File: src/rtl/init_reset_pkg.sv
package init_reset_pkg;

    localparam int unsigned KEY_COUNT = 4;

    typedef enum logic [1:0] {
        COMBO_OFF   = 2'd0,
        COMBO_TWO   = 2'd1,
        COMBO_THREE = 2'd2,
        COMBO_FOUR  = 2'd3
    } combo_sel_e;

    // Maps a combination code to the set of keys that must all be high.
    function automatic logic [KEY_COUNT-1:0] combo_mask(input int unsigned sel);
        case (sel)
            32'd1:   combo_mask = 4'b0011;
            32'd2:   combo_mask = 4'b0111;
            32'd3:   combo_mask = 4'b1111;
            default: combo_mask = 4'b0000;
        endcase
    endfunction

endpackage

File: src/rtl/irc_sync.sv
module irc_sync #(
    parameter int unsigned WIDTH  = 5,
    parameter int unsigned STAGES = 2
) (
    input  logic             clk_i,
    input  logic             clr_i,
    input  logic [WIDTH-1:0] din_i,
    output logic [WIDTH-1:0] dout_o
);

    logic [STAGES-1:0][WIDTH-1:0] stg_d, stg_q;

    always_comb begin
        stg_d[0] = din_i;
        for (int i = 1; i < int'(STAGES); i++) begin
            stg_d[i] = stg_q[i-1];
        end
    end

    always_ff @(posedge clk_i or posedge clr_i) begin
        if (clr_i) stg_q <= '0;
        else       stg_q <= stg_d;
    end

    assign dout_o = stg_q[STAGES-1];

endmodule

File: src/rtl/irc_hold_filter.sv
module irc_hold_filter #(
    parameter int unsigned HOLD_CYCLES = 164
) (
    input  logic clk_i,
    input  logic clr_i,
    input  logic req_i,
    output logic qual_o
);

    localparam int unsigned   CW    = $clog2(HOLD_CYCLES + 1);
    localparam logic [CW-1:0] LIMIT = CW'(HOLD_CYCLES);

    logic [CW-1:0] cnt_d, cnt_q;

    // Saturating run counter: any low sample restarts it.
    always_comb begin
        cnt_d = cnt_q;
        if (!req_i) begin
            cnt_d = '0;
        end else if (cnt_q != LIMIT) begin
            cnt_d = cnt_q + 1'b1;
        end
    end

    always_ff @(posedge clk_i or posedge clr_i) begin
        if (clr_i) cnt_q <= '0;
        else       cnt_q <= cnt_d;
    end

    assign qual_o = (cnt_q == LIMIT);


    restart_chk: assert property (@(posedge clk_i) disable iff (clr_i)
        !req_i |=> (cnt_q == '0));


    qual_src_chk: assert property (@(posedge clk_i) disable iff (clr_i)
        $rose(qual_o) |-> $past(req_i));

endmodule

File: src/rtl/irc_key_match.sv
module irc_key_match
    import init_reset_pkg::*;
#(
    parameter int unsigned KEY_SEL = 3
) (
    input  logic [KEY_COUNT-1:0] keys_i,
    output logic                 hit_o
);

    localparam logic [KEY_COUNT-1:0] MASK = combo_mask(KEY_SEL);

    assign hit_o = (MASK != '0) && ((keys_i & MASK) == MASK);

endmodule

File: src/rtl/irc_release.sv
module irc_release #(
    parameter int unsigned RELEASE_CYCLES = 4
) (
    input  logic clk_i,
    input  logic clr_i,
    input  logic act_i,
    output logic rst_o
);

    localparam int unsigned   HW        = $clog2(RELEASE_CYCLES + 1);
    localparam logic [HW-1:0] HOLD_INIT = HW'(RELEASE_CYCLES);

    typedef struct packed {
        logic          rst;
        logic [HW-1:0] hold;
    } rel_t;

    rel_t st_d, st_q;

    always_comb begin
        st_d = st_q;
        if (act_i) begin
            st_d.rst  = 1'b1;
            st_d.hold = HOLD_INIT;
        end else if (st_q.hold != '0) begin
            st_d.rst  = 1'b1;
            st_d.hold = st_q.hold - 1'b1;
        end else begin
            st_d.rst  = 1'b0;
        end
    end

    always_ff @(posedge clk_i or posedge clr_i) begin
        if (clr_i) st_q <= '{rst: 1'b1, hold: HOLD_INIT};
        else       st_q <= st_d;
    end

    assign rst_o = st_q.rst;


    no_early_release_chk: assert property (@(posedge clk_i) disable iff (clr_i)
        act_i |=> rst_o);


    quiet_fall_chk: assert property (@(posedge clk_i) disable iff (clr_i)
        $fell(rst_o) |-> !$past(act_i));

endmodule

File: src/rtl/init_reset_ctrl.sv
module init_reset_ctrl
    import init_reset_pkg::*;
#(
    parameter int unsigned HOLD_CYCLES    = 164,
    parameter int unsigned RELEASE_CYCLES = 4,
    parameter int unsigned SYNC_STAGES    = 2,
    parameter int unsigned KEY_SEL        = 3
) (
    input  logic                 clk_i,
    input  logic                 osc_halted_i,
    input  logic                 rst_pin_i,
    input  logic [KEY_COUNT-1:0] keys_i,
    input  logic                 wdt_expire_i,
    output logic                 sys_rst_o
);

    localparam int unsigned SW = KEY_COUNT + 1;

    logic [SW-1:0]        sync_out;
    logic [KEY_COUNT-1:0] keys_s;
    logic                 pin_s;
    logic                 combo_hit;
    logic                 pin_qual;
    logic                 key_qual;
    logic                 any_act;

    irc_sync #(.WIDTH(SW), .STAGES(SYNC_STAGES)) i_sync (
        .clk_i  (clk_i),
        .clr_i  (osc_halted_i),
        .din_i  ({keys_i, rst_pin_i}),
        .dout_o (sync_out)
    );

    assign pin_s  = sync_out[0];
    assign keys_s = sync_out[SW-1:1];

    irc_key_match #(.KEY_SEL(KEY_SEL)) i_match (
        .keys_i (keys_s),
        .hit_o  (combo_hit)
    );

    irc_hold_filter #(.HOLD_CYCLES(HOLD_CYCLES)) i_pin_filt (
        .clk_i  (clk_i),
        .clr_i  (osc_halted_i),
        .req_i  (pin_s),
        .qual_o (pin_qual)
    );

    irc_hold_filter #(.HOLD_CYCLES(HOLD_CYCLES)) i_key_filt (
        .clk_i  (clk_i),
        .clr_i  (osc_halted_i),
        .req_i  (combo_hit),
        .qual_o (key_qual)
    );

    // The watchdog pulse skips the noise rejector.
    assign any_act = pin_qual | key_qual | wdt_expire_i;

    irc_release #(.RELEASE_CYCLES(RELEASE_CYCLES)) i_release (
        .clk_i (clk_i),
        .clr_i (osc_halted_i),
        .act_i (any_act),
        .rst_o (sys_rst_o)
    );


    wdt_direct_chk: assert property (@(posedge clk_i) disable iff (osc_halted_i)
        wdt_expire_i |=> sys_rst_o);


    osc_hold_chk: assert property (@(negedge clk_i)
        osc_halted_i |-> sys_rst_o);


    combo_needs_keys_chk: assert property (@(posedge clk_i) disable iff (osc_halted_i)
        $rose(key_qual) |-> $past(combo_hit));

endmodule

File: config.mk
export PLATFORM = sky130hd
export DESIGN_NAME = init_reset_ctrl
export DESIGN_NICKNAME = d
export VERILOG_FILES = /design/src/rtl/init_reset_pkg.sv /design/src/rtl/irc_sync.sv /design/src/rtl/irc_hold_filter.sv /design/src/rtl/irc_key_match.sv /design/src/rtl/irc_release.sv /design/src/rtl/init_reset_ctrl.sv
export SDC_FILE = /design/constraint.sdc
export NUM_CORES = 1
export LEC_CHECK = 0
export BUFFER_PORTS_ARGS = -buffer_cell sky130_fd_sc_hd__buf_4
export CORE_ASPECT_RATIO = 0.75
export CORE_MARGIN = 2
export CORE_UTILIZATION = 61
export CTS_BUF_LIST = sky130_fd_sc_hd__clkbuf_8
export CTS_CLUSTER_SIZE = 16
export DETAILED_ROUTE_END_ITERATION = 12
export HOLD_SLACK_MARGIN = 0.06
export PLACE_DENSITY = 0.8
export SYNTH_ARGS = -nofsm -noshare
export SYNTH_HDL_FRONTEND = slang
export SYNTH_SLANG_ARGS = --single-unit
File: constraint.sdc
create_clock -name clk_i -period 2 [get_ports clk_i]
set_input_delay 0.1 -clock clk_i [delete_from_list [all_inputs] [get_ports clk_i]]
set_output_delay 0.1 -clock clk_i [all_outputs]
set_load 0.03 [all_outputs]
# == Word-level counts from Yosys, hierarchy flattened ==
# Index checks and enable logic that the tools add are counted.
# op_classes
n_addsub,3
n_mul,0
div,0
magnitude_cmp,0
eq_ne,7
shifts,0
mux,7
n_bitwise,2
n_reduce_logical,2
# op_table
operator,n
8-bit 2-to-1 mux,4
"8-bit by 1-bit adder with 8-bit output, second input constant",2
"8-bit equality test, second input constant",2
"8-bit inequality test, second input constant",2
"4-bit equality test, second input constant",1
4-bit 2-to-1 mux,1
3-bit 2-to-1 mux,1
3-bit nonzero test,1
"3-bit by 1-bit subtractor with 3-bit output, second input constant",1
"2-bit by 1-bit inequality test with 1-bit output, second input constant",1
"2-bit inequality test, second input constant",1
1-bit bitwise OR,2
2-bit nonzero test,1
1-bit 2-to-1 mux,1
# word_totals
regBits,30
latch_bits,0
ramBits,0
rom_bits,0
inputBits,8
word_cells,27
memories,0

# == Depth between registers and ports, before layout ==
# Gate-level depths: netlist (run 1).
# logic_depth
ltp_word,4
mapped_depth,5
ltp_nobuf,5

# == Modules after synthesis ==
# A second synthesis (run 1) with hierarchy kept.
# hier_totals
cells_unflattened,125
area_unflattened_um2,1387.6
# modules_own_cells
mod,n_inst,cells_per_inst,area_per_inst_um2,seq_area_each_um2
irc_hold_filter at i_pin_filt,1,47,451.7,200.2
irc_hold_filter at i_key_filt,1,46,449.2,200.2
irc_sync,1,11,254.0,250.2
irc_release,1,19,217.7,102.6
irc_key_match,1,1,8.8,0.0
init_reset_ctrl,1,1,6.3,0.0

# == Least setup slack after synthesis (run 1) ==
# Ideal clock, no wire load.
# synth_path
kind,reg2reg
from,register i_key_filt.cnt_q[0]
to,register i_release.st_q[2] (netlist name)
arrival_time_ns,1.440
setup_slack_ns,0.466
path_stages_with_launch,6
synth_period_minus_slack_ns,1.534
cell_sequence,dfrtp_1 > inv_1 > ha_1 > and4b_4 > and2_4 > or4_1
# synth_between
elab_chain_cells,4
# synth_rtl
element,line_no,rtl
from (decl),irc_hold_filter.sv:13,"logic [CW-1:0] cnt_d, cnt_q;"
from (signal assigned),irc_hold_filter.sv:27,else cnt_q <= cnt_d;
8-bit equality test (*),irc_hold_filter.sv:30,assign qual_o = (cnt_q == LIMIT);
1-bit bitwise OR (*) (2 in a row),init_reset_ctrl.sv:57,assign any_act = pin_qual | key_qual | wdt_expire_i;
4-bit 2-to-1 mux or 2-bit nonzero test (tied branches),n/a,
to (signal assigned),irc_release.sv:34,"if (clr_i) st_q <= '{rst: 1'b1, hold: HOLD_INIT};"
to (signal assigned),irc_release.sv:35,else st_q <= st_d;
to (decl),irc_release.sv:18,"rel_t st_d, st_q;"
# Mark *: on every way between the ends. The rest lies on a longest branch, timed or not.
# A chain may end at the register's enable or synchronous reset.

# == Worst setup path in the final report (run 1) ==
# Same ends and word-level chain as after synthesis.

==> impl_metrics.toml, run 1 <==
[pwr]
clockPowerShare_pct = 35.8
swShare_pct = 24.7
pwr-share-comb_pct = 14.4
cellPowerDensity_nw_per_um2 = 879
ir_worst_vdd_v = 0.000646
seqPwrFrac_pct = 49.7
p_leak_nw = 0.675
net-switching-power_w = 0.000343
internal-power_w = 0.00104

[cells_and_area]
drive_gt1_share_pct = 18.2
area_growth_pct = 19.2
final_util_pct = 77.7
nets = 156
final_cells = 167
n_antenna_cell = 0

[synth]
syn_inst = 121
synth_top_area_share_pct = 52.9
synth_flop_cell = "dfrtp_1"
synthArstFlopShare_pct = 100
yosysMostFrequentCell = "dfrtp_1"
yosysWarnings = 0
netlist_top_cells_count = "28 x dfrtp_1, 12 x nand2_1, 11 x o21ai_0"
synth_area_leaders = "dfrtp_1 53%, ha_1 5.7%, o21ai_0 4.2%, dfstp_2 4.0%, nand2_1 3.4%"
syn_nets = 135
netlist_area_um2 = 1330
yosysTopAreaCell = "dfrtp_1"
postSynthAreaPerCell_um2 = 11.0
synth_seq_cells = 30
ys_types = 28
ys_seq_area_share_pct = 56.8
synth-edff-count = 0

[worst_setup_path]
cp_slowest_cell = "or4_1"
path_class = "flop to flop"
start_kind = "flop"
cp_max_fo = 7
required_ps = 2180
cp_cell_sequence = "inv_1, ha_1, and4b_4, and2_4, or4_1"
crit_family = "simple AND/OR/NAND/NOR gates"
end_kind = "flop"
cp.arrival_ps = 1860
max_stage_delay_ps = 480
timing.critical_path.buf_inv = 1

[clocking]
cts_root_buffer = "clkbuf_8"
ctsLongestPathBuffers = 2
path_clk_slew_ps = 60
htreeDepth = 2
cts_setup_buffers = 0
cts.sinks = 30
cts_tree = "built"
numCtsBuffers = 5
clk-insertion-delay-late_ps = 280

[routing]
wl_per_cell_um = 13.7
first_iter_violations = 25
drt_pass1_iterations = 4
vias = 991
post_drt_via_cell_ratio = 5.93
totalWireLength_mm = 2.29
drc = 0
antenna_left = 0

[die]
die_x_um = 57.8
boundaryPins = 9
die_h_um = 44.4
design.core.area_um2 = 2030
rows = 14
initial_core_util_pct = 65.2
die_area_um2 = 2560

[timing]
final-setup-viol-count = 0
finalHoldViolCount = 0
tightest_slew_ps = 578
slew_headroom_pct = 61.3
finalMaxSlewViolations = 0
fin_tns_setup_ps = 0
timing.final.ws_setup_ps = 323
period_minus_slack_ps = 1680
clock_skew_ps = 6.18
rsz0062_at_grt = "no"
finalCritPeriodShare_pct = 83.8
fmax_ghz = 0.596

[place]
post-place-ws_ps = 341
place.gp.congestion = 0.811
dp_cells = 152
hpwl_mm = 1.58
portBuffers = 8

[grt]
grt_pass1_vias = 958
grt_remaining_overflow = 0
antenna_found_initial = 0
grt_pass1_wl_mm = 4.06
grt_usage_pct = 22.8
grt_start_max_net_pins = 31

[run_status]
outcome = "finished clean"

[run]
cap_violations = 0

[hold_path]
hold_class = "flop to flop"
[cells by family after synthesis]
kind of cell / share of synthesized area, %
adders and majority gates: 5.67
AOI/OAI and AO/OA: 8.12
buffers and inverters: 3.21
and+or+nand+nor: 21.0
DFF: 56.8
muxes: 3.21
xor gates and xnor gates: 1.98
[worst reg2reg max path, cell delays in order (launching register included)]
cell     delay [ps]
dfrtp_1         440
inv_1            90
ha_1            200
and4b_4         210
and2_4          160
or4_1           480
[sequential cells by signal, indices dropped and copies added, names as in the netlist]
name / flops
i_sync.dout_o: 5
i_sync.stg_d: 5
i_release.st_q: 3
i_release.rst_o: 1
i_pin_filt.cnt_q: 8
i_key_filt.cnt_q: 8
[metal layers]
layer / track usage, % / up-vias / share of wire, %
li1: - / 470 / -
met1: 26.8 / 474 / 45
met2: 36.6 / 39 / 46
met3: 6.43 / 8 / 5.8
met4: 16.3 / 0 / 2.8
met5: 0 / - / 0
[final timing paths]
kind | cells past startpoint | slack (ps) | startpoint | end
setup / recovery | 5 | 320 | i_key_filt.cnt_q[0]$_DFFE_PP0P_ | i_release.st_q[2]$_DFFE_PP1P_
hold / removal | 0 | 340 | i_sync.stg_d[6]$_DFF_PP0_ | i_sync.dout_o[1]$_DFF_PP0_
setup reg to reg | 5 | 320 | i_key_filt.cnt_q[0]$_DFFE_PP0P_ | i_release.st_q[2]$_DFFE_PP1P_
hold reg to reg | 0 | 340 | i_sync.stg_d[6]$_DFF_PP0_ | i_sync.dout_o[1]$_DFF_PP0_
max in group asynchronous | 4 | 1240 | osc_halted_i | i_release.st_q[2]$_DFFE_PP1P_
min in group asynchronous | 4 | 450 | osc_halted_i | i_sync.dout_o[1]$_DFF_PP0_
[final cells by class]
class	count	area, µm²
inverters	9	33.8
well taps	24	30.0
repair buffers	16	138
flip-flops and latches	30	753
fillers	130	453
clock buffers	6	82.6
clock inverters	2	12.5
multi-input cells	80	529
[power groups by stage]
stage / Clock (W) / Combinational, W / Sequential [W]
2_1_floorplan: 0 / 0.000141 / 0.000701
3_3_place_gp: 0 / 0.000184 / 0.000697
3_5_place_dp: 0 / 0.000193 / 0.000701
4_1_cts: 0.000508 / 0.000205 / 0.000690
5_1_grt: 0.000543 / 0.000227 / 0.000696
6_report: 0.000497 / 0.000200 / 0.000690
[stage by stage]
stage	instance area, µm²	total power, W	hold slack [ps]
final	1580	0.00139	343
after global routing	1580	0.00147	356
after CTS	1580	0.00140	349
after detailed placement	1410	0.000894	204
after global placement	1410	0.000881	190
after floorplan	1330	0.000842	131
[cells in the final DEF, fill, tap and decap left out, types with 5 or more instances in the layout]
master / synthesis / final
nand4_1: 5 / 5
buf_4: 0 / 9
or3_1: 7 / 7
dlygate4sd3_1: 0 / 7
dfrtp_1: 28 / 28
nand2_1: 12 / 12
o21ai_0: 11 / 11
a21oi_1: 7 / 7
inv_1: 9 / 9
nand3_1: 8 / 8
ha_1: 6 / 6
clkbuf_8: 0 / 6
[repair_timing]
action,in CTS,in global routing
hold endpoints to repair,37,0
resized for setup,0,0
hold buffers,7,0
Note: power is estimated with default switching activity, not from simulation.
==> run 2, diff against run 1 <==
ABC_AREA = 1   (was default)
CORE_UTILIZATION = 62   (was 61)
PLACE_DENSITY = 0.81   (was 0.8)
clock period = 1.65 ns   (was 2 ns; I/O delays follow)
==> impl_metrics.toml, run 2 <==
[pwr]
ir_worst_vdd_v = 0.000795
cellPowerDensity_nw_per_um2 = 1020
p_leak_nw = 0.780

[clocking]
cts.sinks = 30
cts_tree = "built"
cts_resized = 0
cts_root_buffer = "clkbuf_8"
path_clk_slew_ps = 60
numCtsBuffers = 5
clk-insertion-delay-late_ps = 280
ctsLongestPathBuffers = 2
htreeDepth = 2

[grt]
use_met1_pct = 27.4
grt_pass1_vias = 1058
grt_pass1_wl_mm = 4.26
grt_busiest_layer = "met2"
grt_start_max_net_pins = 31
met3_usage_pct = 7.95
grt_usage_pct = 22.2
met2_usage_pct = 36.3
antenna_found_initial = 0
grt_remaining_overflow = 0

[worst_setup_path]
required_ps = 1810
timing.critical_path.buf_inv = 1
start_kind = "flop"
critPathMostFrequentCell = "nand2_1"
end_kind = "flop"
crit_family = "simple AND/OR/NAND/NOR gates"
cp_slowest_cell = "dfrtp_1"
path_class = "flop to flop"
worstReg2RegStart = "i_pin_filt.cnt_q[0]$_DFFE_PP0P_"
cp_cell_sequence = "inv_1, ha_1, nand2_1, nor2_1, nand2_2, nand3_1, nand2_1"
max_stage_delay_ps = 410
crit_start = "i_pin_filt.cnt_q[0]$_DFFE_PP0P_"
cp.arrival_ps = 1430
cp_max_fo = 7

[routing]
drt_pass1_iterations = 4
antenna_left = 0
totalWireLength_mm = 2.45
post_drt_via_cell_ratio = 5.29
wl_per_cell_um = 11.9
drc = 0
first_iter_violations = 37
vias = 1096

[synth]
yosysMostFrequentCell = "nand2_1"
yosysTopAreaCell = "dfrtp_1"
postSynthAreaPerCell_um2 = 8.91
synth_flop_cell = "dfrtp_1"
netlist_area_um2 = 1430
syn_nets = 174
synth-edff-count = 0
synth_seq_cells = 30
netlist_top_cells_count = "30 x nand2_1, 28 x dfrtp_1, 21 x inv_1"
ys_types = 23
synthArstFlopShare_pct = 100
synth_top_area_share_pct = 49.2
yosysWarnings = 0
syn_inst = 160
synth_area_leaders = "dfrtp_1 49%, nand2_1 7.9%, inv_1 5.5%, ha_1 5.3%, nor2_1 5.3%"
ys_seq_area_share_pct = 52.9

[timing]
finalCritPeriodShare_pct = 77.0
slew_headroom_pct = 75.8
finalMaxSlewViolations = 0
finalHoldViolCount = 0
rsz0062_at_grt = "no"
tightest_slew_ps = 364
final-setup-viol-count = 0
clock_skew_ps = 3.12
fmax_ghz = 0.787
fin_tns_setup_ps = 0
period_minus_slack_ps = 1270
timing.final.ws_setup_ps = 380

[cells_and_area]
final_common_cell = "nand2_1"
nets = 195
largestRegisters = "i_key_filt.cnt_q (8), i_pin_filt.cnt_q (8)"
final_cell_mix = "30 x nand2_1, 28 x dfrtp_1, 21 x inv_1, 20 x nor2_1, 13 x nand3_1"
area_growth_pct = 17.3
drive_gt1_share_pct = 19.2
n_antenna_cell = 0

[run_status]
outcome = "finished clean"

[run]
cap_violations = 0

[place]
place.gp.congestion = 0.829
post-place-ws_ps = 410
hpwl_mm = 1.82
portBuffers = 8

[hold_path]
hold_class = "primary input to flop"
hp-start = "wdt_expire_i"

[die]
initial_core_util_pct = 63.8
die_area_um2 = 2700
design.core.area_um2 = 2230
die_h_um = 45.5
boundaryPins = 9
die_x_um = 59.4
rows = 15
-- run 2: final cells by class --
type	instances	area, µm²
timing repair buffer	15	128
inverter	23	86.3
multi-input combinational	106	578
clock inverter	2	12.5
sequential	30	753
fill	159	562
clock buffer	6	82.6
tap	25	31.3
-- run 2: final timing paths --
kind / slack, ps / end / depth (start not counted)
max: 380 / i_pin_filt.cnt_q[1]$_DFFE_PP0P_ / 7
min: 70 / i_release.st_q[2]$_DFFE_PP1P_ / 3
max reg2reg: 380 / i_pin_filt.cnt_q[1]$_DFFE_PP0P_ / 7
min reg2reg: 350 / i_sync.dout_o[4]$_DFF_PP0_ / 0
max in group asynchronous: 910 / i_release.st_q[2]$_DFFE_PP1P_ / 4
min in group asynchronous: 430 / i_sync.stg_d[5]$_DFF_PP0_ / 4
-- run 2: what timing repair did --
action | in CTS | in global routing
setup buffers | 0 | 0
hold endpoints to repair | 33 | 0
hold buffers | 6 | 0
-- run 2: tightest hold or removal path, cell delays in order --
cell	delay, ps
buf_4	70
inv_1	60
nand4_1	90
-- run 2: logic make-up after synthesis --
group                      synth area share (%)
AOI/OAI and AO/OA                          4.74
xor gates and xnor gates                   1.84
adders and majority gates                  5.27
buffers and inverters                      6.59
DFF                                        52.9
and+or+nand+nor                            28.7
-- run 2: metrics by stage --
| step | instances | instance area (µm²) | hold slack [ps] | utilization (%) | power (W) |
|---|---|---|---|---|---|
| finish | 207 | 1670 | 69.4 | 74.8 | 0.00171 |
| CTS | 207 | 1670 | 70.5 | 74.8 | 0.00172 |
| global placement | 193 | 1520 | 173 | 67.9 | 0.00109 |
| detailed placement | 193 | 1520 | 185 | 67.9 | 0.00111 |
| global route | 207 | 1670 | 86.6 | 74.8 | 0.00180 |
| floorplan | 160 | 1430 | 114 | - | 0.00104 |
-- run 2: routing by layer --
layer | vias up | part of all wire, %
li1 | 545 | -
met1 | 524 | 46
met2 | 23 | 48
met3 | 4 | 5.2
met4 | 0 | 1.2
met5 | - | 0
-- run 2: power by group --
part,switching (W),total (W),internal (W)
clock,0.000271,0.000605,0.000334
sequential,0.0000314,0.000838,0.000806
combinational,0.000152,0.000267,0.000115
total,0.000455,0.00171,0.00126
==> run 3, diff against run 2 <==
ABC_AREA = 0   (was 1)
CORE_UTILIZATION = 55   (was 62)
PLACE_DENSITY = 0.76   (was 0.81)
clock period = 1.1 ns   (was 1.65 ns; I/O delays follow)
==> impl_metrics.toml, run 3 (synthesized netlist as in run 1, its figures left out) <==
[timing]
finalHoldViolCount = 0
rsz0062_at_grt = "yes"
final-setup-viol-count = 20
slew_headroom_pct = 75.4
finalMaxSlewViolations = 0
finalCritPeriodShare_pct = 138
period_minus_slack_ps = 1520
clock_skew_ps = 1.65
tightest_slew_ps = 369
fmax_ghz = 0.657
timing.final.ws_setup_ps = -423

[cells_and_area]
n_antenna_cell = 0
final_cells = 208
nFillCells = 95
largestRegisters = "i_key_filt.cnt_q (8), i_pin_filt.cnt_q (8)"
final_cell_mix = "33 x buf_4, 26 x dfrtp_1, 12 x nand2_1, 8 x buf_6"
multiInputGateArea_um2 = 759
nets = 188
area_growth_pct = 57.0
drive_gt1_share_pct = 55.2
seq_area_um2 = 756
final_common_cell = "buf_4"
final_util_pct = 90.9

[routing]
drt_pass1_iterations = 4
first_iter_violations = 53
totalWireLength_mm = 3.95
wl_per_cell_um = 19.0
vias = 1199
antenna_left = 0
drc = 0
post_drt_via_cell_ratio = 5.76

[clocking]
cts.sinks = 30
ctsLongestPathBuffers = 2
path_clk_slew_ps = 60
cts_tree = "built"
cts_root_buffer = "clkbuf_8"
numCtsBuffers = 5
htreeDepth = 2
clk-insertion-delay-late_ps = 280

[grt]
grt_usage_pct = 26.3
antenna_found_initial = 0
grt_pass1_wl_mm = 5.06
grt_remaining_overflow = 0
grt_pass1_vias = 1129
grt_start_max_net_pins = 31

[worst_setup_path]
path_class = "flop to flop"
start_kind = "flop"
reg2reg_setup_slack_ps = -420
cp_max_fo = 4
end_kind = "flop"
cp_slowest_cell = "dfrtp_1"
max_stage_delay_ps = 410
cp_cell_sequence = "inv_2, ha_4, nand4bb_4, nor3_4, buf_6, mux2i_2"
cp.arrival_ps = 1720
required_ps = 1300

[place]
dp_cells = 189
post-place-ws_ps = -340
place.gp.congestion = 0.818
portBuffers = 8
hpwl_mm = 1.82

[die]
boundaryPins = 9
die_area_um2 = 2820
design.core.area_um2 = 2290
die_h_um = 46.5
die_x_um = 60.7
initial_core_util_pct = 57.9
rows = 15

[run_status]
outcome = "finished with violations"
failed_checks = "negative setup slack"

[pwr]
p_leak_nw = 0.870
cellPowerDensity_nw_per_um2 = 1350
ir_worst_vdd_v = 0.000931

[hold_path]
hold_class = "flop to flop"

[run]
cap_violations = 0
-- run 3: cell types whose count changed in the layout (fill, tap and decap cells not counted), moves of 8 or more --
cell     change
buf_4       +24
buf_6        +8
inv_1       -20
nand2_1     -18
nand3_1      -9
nor2_1      -17
-- run 3: final cells by class --
class	count	share of cell area, %
clock inverters	2	0.481
repair buffers	48	19.6
inverters	9	1.74
flip-flops and latches	30	36.3
clock buffers	5	3.31
well taps	34	2.04
multi-input cells	80	36.5
-- run 3: what timing repair did --
item / CTS / global route
gates resized for setup: 30 / 29
setup endpoints to repair: 20 / 20
pin swaps: 14 / 11
setup buffers: 6 / 4
hold endpoints to repair: 37 / 0
hold buffers: 7 / 0
-- run 3: report_power, final --
part | switching (W) | leakage (nW) | total (W) | internal [W]
Combinational | 0.000329 | 0.446 | 0.000728 | 0.000399
Sequential | 0.0000570 | 0.380 | 0.00126 | 0.00121
Clock | 0.000393 | 0.0438 | 0.000815 | 0.000423
-- run 3: path summary, 6_finish.rpt --
path,startpoint,to,cells after the start
worst max register to register,i_pin_filt.cnt_q[0]$_DFFE_PP0P_,i_pin_filt.cnt_q[1]$_DFFE_PP0P_,6
max in group asynchronous,osc_halted_i,i_release.rst_o$_DFF_PP1_,4
min in group asynchronous,osc_halted_i,i_sync.stg_d[6]$_DFF_PP0_,4
worst min register to register,i_sync.stg_d[9]$_DFF_PP0_,i_sync.dout_o[4]$_DFF_PP0_,0
worst min-delay path,i_sync.stg_d[9]$_DFF_PP0_,i_sync.dout_o[4]$_DFF_PP0_,0
worst max-delay path,i_pin_filt.cnt_q[0]$_DFFE_PP0P_,i_pin_filt.cnt_q[1]$_DFFE_PP0P_,6
-- run 3: per-stage QoR --
stage / area (µm²) / TNS, ps / total power [W] / hold slack, ps
2_1_floorplan: 1360 / -2190 / 0.00154 / 86.4
3_3_place_gp: 1650 / -2920 / 0.00167 / 144
3_5_place_dp: 1650 / -3570 / 0.00170 / 147
4_1_cts: 1960 / -3900 / 0.00259 / 351
5_1_grt: 2080 / -5860 / 0.00294 / 358
6_report: 2080 / -5040 / 0.00281 / 349
-- run 3: worst max-delay path: cells and delay by family (launching register included) --
family	cells	cell delay (ps)
flops	1	410
mux	1	230
simple gates	2	370
fa+ha+maj	1	150
buf+inv	2	270
-- run 3: layer usage --
metal	up-vias	wire (µm)	GRT usage, %
met5	-	0	0
met1	601	1630	32.8
met3	15	181	9.27
met4	0	107	10.9
li1	531	-	-
met2	52	2030	41.9
